**src/rtl/tap_ir_pkg.sv**
```systemverilog
package tap_ir_pkg;

   typedef enum int {
      IR_NARROW = 0,
      IR_WIDE   = 1
   } ir_layout_e;

   typedef struct packed {
      logic cfg_ok;
      logic prog_ok;
      logic prog_busy;
      logic cfg_mode;
      logic rev_done;
      logic secure;
   } ir_status_t;

   localparam logic [1:0] IR_FIXED_LSBS = 2'b01;
   localparam int         IR_WIDE_LEN   = 16;
   localparam int         IR_NARROW_LEN = 8;

   function automatic int ir_len_of(ir_layout_e l);
      return (l == IR_WIDE) ? IR_WIDE_LEN : IR_NARROW_LEN;
   endfunction

   function automatic logic [1:0] result_code(logic ok);
      return ok ? 2'b10 : 2'b01;
   endfunction

endpackage

```
**src/rtl/tap_ir_capture_map.sv**
```systemverilog
module tap_ir_capture_map
   import tap_ir_pkg::*;
#(
   parameter ir_layout_e LAYOUT = IR_WIDE,
   parameter int         N      = ir_len_of(LAYOUT)
) (
   input  ir_status_t     st_i,
   output logic [N-1:0]   pattern_o
);

   localparam int RSVD_LO_WIDE   = 9;
   localparam int RSVD_LO_NARROW = 5;

   if (N != ir_len_of(LAYOUT)) begin : g_len_chk
      $error("tap_ir_capture_map: N does not match layout");
   end

   if (LAYOUT == IR_WIDE) begin : g_wide
      logic unused_wide;
      assign unused_wide = st_i.secure;
      always_comb begin
         pattern_o                     = '0;
         pattern_o[N-1:RSVD_LO_WIDE]   = '0;
         pattern_o[8:7]                = result_code(st_i.cfg_ok);
         pattern_o[6:5]                = result_code(st_i.prog_ok);
         pattern_o[4]                  = st_i.prog_busy;
         pattern_o[3]                  = st_i.cfg_mode;
         pattern_o[2]                  = st_i.rev_done;
         pattern_o[1:0]                = IR_FIXED_LSBS;
      end
   end else begin : g_narrow
      logic unused_narrow;
      assign unused_narrow = ^{st_i.cfg_ok, st_i.prog_ok, st_i.prog_busy, st_i.rev_done};
      always_comb begin
         pattern_o                     = '0;
         pattern_o[N-1:RSVD_LO_NARROW] = '0;
         pattern_o[4]                  = st_i.cfg_mode;
         pattern_o[3]                  = st_i.secure;
         pattern_o[2]                  = 1'b0;
         pattern_o[1:0]                = IR_FIXED_LSBS;
      end
   end

endmodule

```
**src/rtl/tap_ir_shift_chain.sv**
```systemverilog
module tap_ir_shift_chain #(
   parameter int N = 16
) (
   input  logic         tck,
   input  logic         tlr_i,
   input  logic         capture_i,
   input  logic         shift_i,
   input  logic         tdi_i,
   input  logic [N-1:0] load_val_i,
   output logic [N-1:0] chain_o,
   output logic         tdo_o
);

   if (N < 2) begin : g_n_chk
      $error("tap_ir_shift_chain: N must be at least 2");
   end

   logic [N-1:0] chain_q;
   logic         tdo_q;

   always_ff @(posedge tck) begin
      if (tlr_i)          chain_q <= '0;
      else if (capture_i) chain_q <= load_val_i;
      else if (shift_i)   chain_q <= {tdi_i, chain_q[N-1:1]};
   end

   always_ff @(negedge tck) begin
      tdo_q <= chain_q[0];
   end

   assign chain_o = chain_q;
   assign tdo_o   = tdo_q;

   AST_SHIFT_MSB: assert property (@(posedge tck) disable iff (tlr_i)
      (shift_i && !capture_i) |=> chain_q[N-1] == $past(tdi_i));
   AST_SHIFT_MOVE: assert property (@(posedge tck) disable iff (tlr_i)
      (shift_i && !capture_i) |=> chain_q[N-2:0] == $past(chain_q[N-1:1]));
   AST_TDO_LSB: assert property (@(posedge tck) disable iff (tlr_i)
      tdo_o == chain_q[0]);
   AST_CHAIN_HOLD: assert property (@(posedge tck) disable iff (tlr_i)
      (!capture_i && !shift_i) |=> $stable(chain_q));
   AST_CHAIN_CLEAR: assert property (@(posedge tck)
      tlr_i |=> chain_q == '0);

endmodule

```
**src/rtl/tap_ir_hold.sv**
```systemverilog
module tap_ir_hold #(
   parameter int           N       = 16,
   parameter logic [N-1:0] RST_VAL = '1
) (
   input  logic         tck,
   input  logic         tlr_i,
   input  logic         update_i,
   input  logic [N-1:0] chain_i,
   output logic [N-1:0] instr_o
);

   logic [N-1:0] instr_q;

   always_ff @(posedge tck) begin
      if (tlr_i)         instr_q <= RST_VAL;
      else if (update_i) instr_q <= chain_i;
   end

   assign instr_o = instr_q;

   AST_INSTR_HOLD: assert property (@(posedge tck) disable iff (tlr_i)
      !update_i |=> $stable(instr_q));
   AST_INSTR_LOAD: assert property (@(posedge tck) disable iff (tlr_i)
      update_i |=> instr_q == $past(chain_i));
   AST_TLR_BYPASS: assert property (@(posedge tck)
      tlr_i |=> instr_q == RST_VAL);

endmodule

```
**src/rtl/tap_instr_reg.sv**
```systemverilog
module tap_instr_reg
   import tap_ir_pkg::*;
#(
   parameter ir_layout_e  LAYOUT       = IR_WIDE,
   parameter logic [15:0] RESET_OPCODE = 16'hFFFF,
   localparam int         IR_LEN       = ir_len_of(LAYOUT)
) (
   input  logic              tck,
   input  logic              tlr_i,
   input  logic              capture_ir_i,
   input  logic              shift_ir_i,
   input  logic              update_ir_i,
   input  logic              tdi_i,
   input  logic              cfg_ok_i,
   input  logic              prog_ok_i,
   input  logic              prog_busy_i,
   input  logic              cfg_mode_i,
   input  logic              rev_done_i,
   input  logic              secure_i,
   output logic              tdo_o,
   output logic [IR_LEN-1:0] instr_o
);

   localparam logic [IR_LEN-1:0] RST_OP = RESET_OPCODE[IR_LEN-1:0];

   if (RESET_OPCODE[1:0] != 2'b11) begin : g_op_chk
      $error("tap_instr_reg: reset opcode must be a bypass-style code");
   end

   ir_status_t        st;
   logic [IR_LEN-1:0] cap_pattern;
   logic [IR_LEN-1:0] chain;

   assign st = '{cfg_ok:    cfg_ok_i,
                 prog_ok:   prog_ok_i,
                 prog_busy: prog_busy_i,
                 cfg_mode:  cfg_mode_i,
                 rev_done:  rev_done_i,
                 secure:    secure_i};

   tap_ir_capture_map #(.LAYOUT(LAYOUT), .N(IR_LEN)) u_map (
      .st_i      (st),
      .pattern_o (cap_pattern)
   );

   tap_ir_shift_chain #(.N(IR_LEN)) u_chain (
      .tck        (tck),
      .tlr_i      (tlr_i),
      .capture_i  (capture_ir_i),
      .shift_i    (shift_ir_i),
      .tdi_i      (tdi_i),
      .load_val_i (cap_pattern),
      .chain_o    (chain),
      .tdo_o      (tdo_o)
   );

   tap_ir_hold #(.N(IR_LEN), .RST_VAL(RST_OP)) u_hold (
      .tck      (tck),
      .tlr_i    (tlr_i),
      .update_i (update_ir_i),
      .chain_i  (chain),
      .instr_o  (instr_o)
   );

   AST_FIXED_LSBS: assert property (@(posedge tck) disable iff (tlr_i)
      capture_ir_i |=> chain[1:0] == 2'b01);

   if (LAYOUT == IR_WIDE) begin : g_wide_chk
      AST_RSVD_ZERO: assert property (@(posedge tck) disable iff (tlr_i)
         capture_ir_i |=> chain[15:9] == 7'd0);
      AST_CFG_CODE: assert property (@(posedge tck) disable iff (tlr_i)
         capture_ir_i |=> chain[8:7] == ($past(cfg_ok_i) ? 2'b10 : 2'b01));
      AST_PROG_CODE: assert property (@(posedge tck) disable iff (tlr_i)
         capture_ir_i |=> chain[6:5] == ($past(prog_ok_i) ? 2'b10 : 2'b01));
      AST_WIDE_FLAGS: assert property (@(posedge tck) disable iff (tlr_i)
         capture_ir_i |=> chain[4:2] == $past({prog_busy_i, cfg_mode_i, rev_done_i}));
   end else begin : g_narrow_chk
      AST_NARROW_FIELDS: assert property (@(posedge tck) disable iff (tlr_i)
         capture_ir_i |=> chain[7:2] == {3'b000, $past(cfg_mode_i), $past(secure_i), 1'b0});
   end

endmodule

```
**config.mk**
```make
export PLATFORM = sky130hd
export DESIGN_NAME = tap_instr_reg
export DESIGN_NICKNAME = d
export VERILOG_FILES = /design/src/rtl/tap_ir_pkg.sv /design/src/rtl/tap_ir_capture_map.sv /design/src/rtl/tap_ir_shift_chain.sv /design/src/rtl/tap_ir_hold.sv /design/src/rtl/tap_instr_reg.sv
export SDC_FILE = /design/constraint.sdc
export NUM_CORES = 1
export LEC_CHECK = 0
export ABC_AREA = 1
export CORE_ASPECT_RATIO = 0.9
export CORE_MARGIN = 2
export CORE_UTILIZATION = 57
export DETAILED_ROUTE_END_ITERATION = 12
export DONT_BUFFER_PORTS = 1
export PLACE_DENSITY_LB_ADDON = 0.15
export SLEW_MARGIN = 0
export SYNTH_ARGS = -nofsm -noshare
export SYNTH_HDL_FRONTEND = slang
export SYNTH_SLANG_ARGS = --single-unit
```
**constraint.sdc**
```tcl
create_clock -name tck -period 1.1 [get_ports tck]
set_clock_uncertainty 0.15 [all_clocks]
set_input_delay 0.22 -clock tck [delete_from_list [all_inputs] [get_ports tck]]
set_output_delay 0.22 -clock tck [all_outputs]
set_load 0.01 [all_outputs]
```
==> results of run 1 <==
sequential cells by signal (all words and copies together), names as in the netlist:
register	flops
u_chain.chain_o	16
u_chain.tdo_o	1
u_hold.instr_o	16
per-layer routing:
metal / track usage [%] / vias to the layer above / routed length [um]
li1: - / 551 / -
met1: 28.65 / 443 / 1328
met2: 25.50 / 40 / 1027
met3: 10.12 / 0 / 186
met4: 3.750 / 0 / 0
met5: 0 / - / 0
worst min path at each step:
stage	slack, ns	end
global placement	0.20	u_hold.instr_o[6]
CTS	-0.14	u_chain.chain_o[12]
finish	-0.01	u_chain.chain_o[5]
detailed placement	0.20	u_hold.instr_o[6]
floorplan	0.21	u_chain.chain_o[15]
global route	0.004	u_chain.chain_o[6]
what timing repair did:
action / CTS / global route
resized for setup: 15 / 13
hold buffers: 9 / 2
gates cloned: 0 / 2
endpoints found under the setup margin: 16 / 48
endpoints found under the hold margin: 31 / 11
setup buffers: 0 / 1
power groups by stage:
stage	clock network, mW	registers, mW	logic, mW
2_1_floorplan	0.0114	1.35	0.165
3_3_place_gp	0.0114	1.36	0.149
3_5_place_dp	0.0114	1.36	0.153
4_1_cts	0.651	1.34	0.193
5_1_grt	0.709	1.35	0.261
6_report	0.641	1.34	0.233
synthesized netlist by cell type:
cell type,instances,share of area (%)
nand2_1,60,17
dfxtp_1,33,51
nand3_1,26,10
a21oi_1,9,3.5
inv_1,9,2.6
nor2_1,6,1.7
buf_2,3,1.2
buf_6,3,2.6
inv_2,3,0.87
nand2_2,3,1.5
buf_12,1,1.5
buf_4,1,0.58
inv_4,1,0.48
nand2_4,1,0.87
nand3_2,1,0.77
nor2_8,1,1.5
o211ai_1,1,0.58
o21ai_1,1,0.39
o21ai_2,1,0.68
through the flow:
step / setup TNS, ns / cells / worst slack [ns] / hold WS (ns)
floorplan: -0.1465 / 164 / -0.1357 / 0.2114
global placement: -0.1411 / 185 / -0.1403 / 0.1998
detailed placement: -0.1456 / 185 / -0.1386 / 0.2016
CTS: -9.530 / 202 / -0.5272 / -0.1402
global route: -3.272 / 206 / -0.5565 / 0.003879
finish: -2.209 / 206 / -0.5303 / -0.01318
area by class of cell:
cell class / count / area, um2 / share of cell area, %
Clock buffer: 5 / 37.54 / 2.461
Clock inverter: 4 / 17.52 / 1.148
Inverter: 12 / 50.05 / 3.281
Multi-Input combinational cell: 110 / 513.0 / 33.63
Sequential cell: 33 / 688.2 / 45.12
Tap cell: 27 / 33.78 / 2.215
Timing Repair Buffer: 15 / 185.2 / 12.14
cells in the final DEF, fill, tap and decap left out, drive strengths merged:
cell,instances
o21ai,2
dlygate4sd3,7
nor2,7
dlymetal6s4s,1
inv,14
clkbuf,8
dlymetal6s2s,1
o211ai,1
buf,3
a21oi,9
nand2,64
clkinv,2
nand3,27
dfxtp,33
cell families after synthesis:
| kind of cell | after synthesis | share of synthesized area (%) |
|---|---|---|
| AO/OA/AOI/OAI | 12 | 5.130 |
| buffers and inverters | 21 | 9.874 |
| flip-flops | 33 | 51.11 |
| AND/OR/NAND/NOR | 98 | 33.88 |
==> impl_metrics.tcl, run 1 <==
set metrics [dict create \
    wl_mm 2.542 \
    final_core_util_pct 70.54 \
    crit_end "tdo_o" \
    holdPathStages 4 \
    die_area_um2 2665 \
    rr_endpoint "u_chain.tdo_o" \
    clk_pin_slew_ns 0.09 \
    drv_cap 0 \
    violations "hold timing, setup timing" \
    intPower_mw 1.618 \
    r2r_slack_ns 0.01 \
    whs_ns -0.01318 \
    startpoint "u_chain.tdo_o" \
    ys_seq_area_share_pct 51.11 \
    reg2reg_from "u_chain.chain_o[0]" \
    ys_ff_latch 33 \
    rsz0062_at_grt "true" \
    wire_per_inst_um 12.34 \
    setup.worst_path.class "reg2out" \
    grt_pass1_wl_mm 3.726 \
    slew_headroom_pct 65.82 \
    grt_max_degree 21 \
    htreeDepth 2 \
    die_x_um 54.20 \
    antenna_left 0 \
    core_area_um2 2162 \
    p_sw_share_pct 26.93 \
    post-route-drc-count 0 \
    setup_violations 12 \
    p_clk_share_pct 29.0 \
    leakage_nw 0.6923 \
    max-clock-path-buffers 2 \
    endpoint_kind "primary output" \
    pin_count 29 \
    cp.depth 0 \
    hold_viol_final 6 \
    antenna_found_initial 0 \
    synth_cells 164 \
    viasPerCell 5.019 \
    hpwl_mm 1.568 \
    setup_ws_ns -0.5303 \
    cts.sinks 33 \
    synth.distinct_cells 19 \
    grt_pass1_vias 838 \
    cp.arrival_ns 1.26 \
    drtIter0Drc 25 \
    cts_tree "yes" \
    gp_congestion 0.7222 \
    gr-usage-all-layers_pct 19.52 \
    firstDrtPassIters 4 \
    clock-root-buffer "clkbuf_4" \
    worst_slew_pin_slew_ns 0.5119 \
    clk_latency_ns 0.33 \
    yosys_warnings 0 \
    place_area_um2 1279 \
    holdCritPathClass "in2reg" \
    netlist_area_um2 1292 \
    seqPwrFrac_pct 60.5 \
    fill_cells 183 \
    synth_fp_nets 176 \
    diodes 0 \
    outcome "finished, violations left" \
    cts_buffers 5 \
    startpoint_type "register" \
    drive_gt1_share_pct 24.02 \
    fin_nets 190 \
    r2r_cells 0 \
    vias 1034 \
    total_power_mw 2.214 \
    p_sw_mw 0.5960 \
    grt-ovfl-total 0 \
    crit_required_ns 0.73 \
    fp.dieH_um 49.18 \
    syn_to_final_growth_pct 18.01 \
    p_comb_share_pct 10.5 \
    ir_worst_vdd_v 0.001113 \
    cp_max_fo 1 \
    finalInstanceArea_um2 1525 \
    hold_start "shift_ir_i" \
    syn_area_per_cell_um2 7.881 \
    slew_violations 0 \
    portBuffers 0 \
    power_density_nw_per_um2 1451 \
    start_util_pct 59.78 \
    rows 16 \
]
No activity file was read; power rests on OpenSTA's default activity.
==> run 2: changes to the inputs <==
CORE_UTILIZATION = 54   (was 57)
TNS_END_PERCENT = 1   (was unset)
clock period = 1.3 ns   (was 1.1 ns; I/O delays follow)
==> run 2 against run 1 <==
The run ends with setup timing left. Non-clock buffer count fell by 5. Clock power fell by 15%. Routed wire length decreased by 0.35%. Die area rose by 5.1%. Sequential share of layout area rose by 1.6 points. Total power fell by 17%. Setup slack gained 0.067 ns. First-iteration DRC count decreased by 8.0%. Design area shrank 7.1%. Largest power group unchanged.
==> impl_metrics.tcl, run 2 (synthesis results as in run 1) <==
set metrics [dict create \
    diodes 0 \
    r2r_slack_ns 0.09 \
    slew_headroom_pct 63.94 \
    drtIter0Drc 23 \
    setup_ws_ns -0.4631 \
    outcome "finished, violations left" \
    holdCritPathClass "in2reg" \
    wire_per_inst_um 12.60 \
    place_ws_ns -0.07844 \
    post-cts-setup-buffer-count 0 \
    drive_gt1_share_pct 11.49 \
    start_util_pct 58.16 \
    rsz0062_at_grt "true" \
    clk_pin_slew_ns 0.10 \
    crit_required_ns 0.89 \
    busiest_layer "met1" \
    grt.met2_usage_pct 25.99 \
    hpwl_mm 1.618 \
    setup.worst_path.class "reg2out" \
    cts_buffers 5 \
    max-clock-path-buffers 2 \
    leakage_nw 0.6520 \
    drv_cap 0 \
    grtUsageMet1_pct 29.38 \
    rows 16 \
    htreeDepth 2 \
    endpoint_kind "primary output" \
    setup_violations 1 \
    gp_congestion 0.7501 \
    syn_to_final_growth_pct 9.681 \
    vias 1016 \
    worst_slew_pin_slew_ns 0.5410 \
    final_core_util_pct 63.80 \
    fin_nets 185 \
    antenna_left 0 \
    pin_count 29 \
    antenna_found_initial 0 \
    grt-ovfl-total 0 \
    clock-root-buffer "clkbuf_4" \
    final_common_cell "nand2_1" \
    violations "setup timing" \
    fp.dieH_um 50.41 \
    core_area_um2 2222 \
    viasPerCell 5.055 \
    ir_worst_vdd_v 0.001002 \
    startpoint_type "register" \
    wl_mm 2.533 \
    cp.arrival_ns 1.35 \
    clk_latency_ns 0.33 \
    grt_pass1_vias 910 \
    slew_violations 0 \
    post-route-drc-count 0 \
    gr-usage-all-layers_pct 20.08 \
    power_density_nw_per_um2 1298 \
    cts.sinks 33 \
    grt_max_degree 21 \
    cp_max_fo 1 \
    firstDrtPassIters 4 \
    die_area_um2 2801 \
    fill_cells 206 \
    final_cell_mix "nand2_1 (60), dfxtp_1 (32), nand3_1 (26)" \
    hold_viol_final 0 \
    grt_pass1_wl_mm 4.229 \
    cts_tree "yes" \
    die_x_um 55.57 \
    portBuffers 0 \
    whs_ns 0.01966 \
    grt_use_met3_pct 8.247 \
]
run 2: cell count changes in the layout (fill, tap and decap cells not counted), moves of 2 or more:
cell	delta
buf_4	-2
clkbuf_16	-2
dfxtp_1	+17
dfxtp_2	-15
dfxtp_4	-2
run 2: metal layers:
layer,up-vias,part of all wire (%)
met5,-,0
met4,0,1.6
li1,537,-
met1,443,52
met2,32,40
met3,4,6.8
run 2: area by class of cell:
type / instances / area, um2 / share of cell area (%)
clock buffer: 5 / 37.54 / 2.648
clock inverter: 4 / 17.52 / 1.236
inverter: 12 / 47.55 / 3.354
multi-input combinational: 110 / 504.2 / 35.57
sequential: 33 / 661.9 / 46.69
tap: 27 / 33.78 / 2.383
timing repair buffer: 10 / 115.1 / 8.120
run 2: path summary, 6_finish.rpt:
| path | start | end | cells past startpoint |
|---|---|---|---|
| min reg2reg | u_chain.chain_o[7] | u_chain.chain_o[7] | 2 |
| max | u_chain.tdo_o | tdo_o | 0 |
| min | shift_ir_i | u_chain.chain_o[3] | 4 |
| max reg2reg | u_chain.chain_o[0] | u_chain.tdo_o | 0 |
run 2: per-stage QoR:
stage	cells	total power, mW	cell area, um2	setup TNS [ns]
after floorplan	164	1.289	1294	-0.07573
after global placement	184	1.283	1271	-0.07775
after detailed placement	184	1.287	1271	-0.07844
after CTS	201	1.850	1413	-0.9811
after global routing	201	1.929	1418	-0.4908
final	201	1.841	1418	-0.4631
run 2: power by group:
group	switching (mW)	internal, mW
Clock	0.346	0.202
Sequential	0.0569	1.07
Combinational	0.0953	0.0703
Total	0.498	1.34
run 2: timing repair:
action / CTS / global route
gates resized for setup: 0 / 2
endpoints found under the hold margin: 30 / 0
endpoints found under the setup margin: 1 / 16
hold buffers: 9 / 0
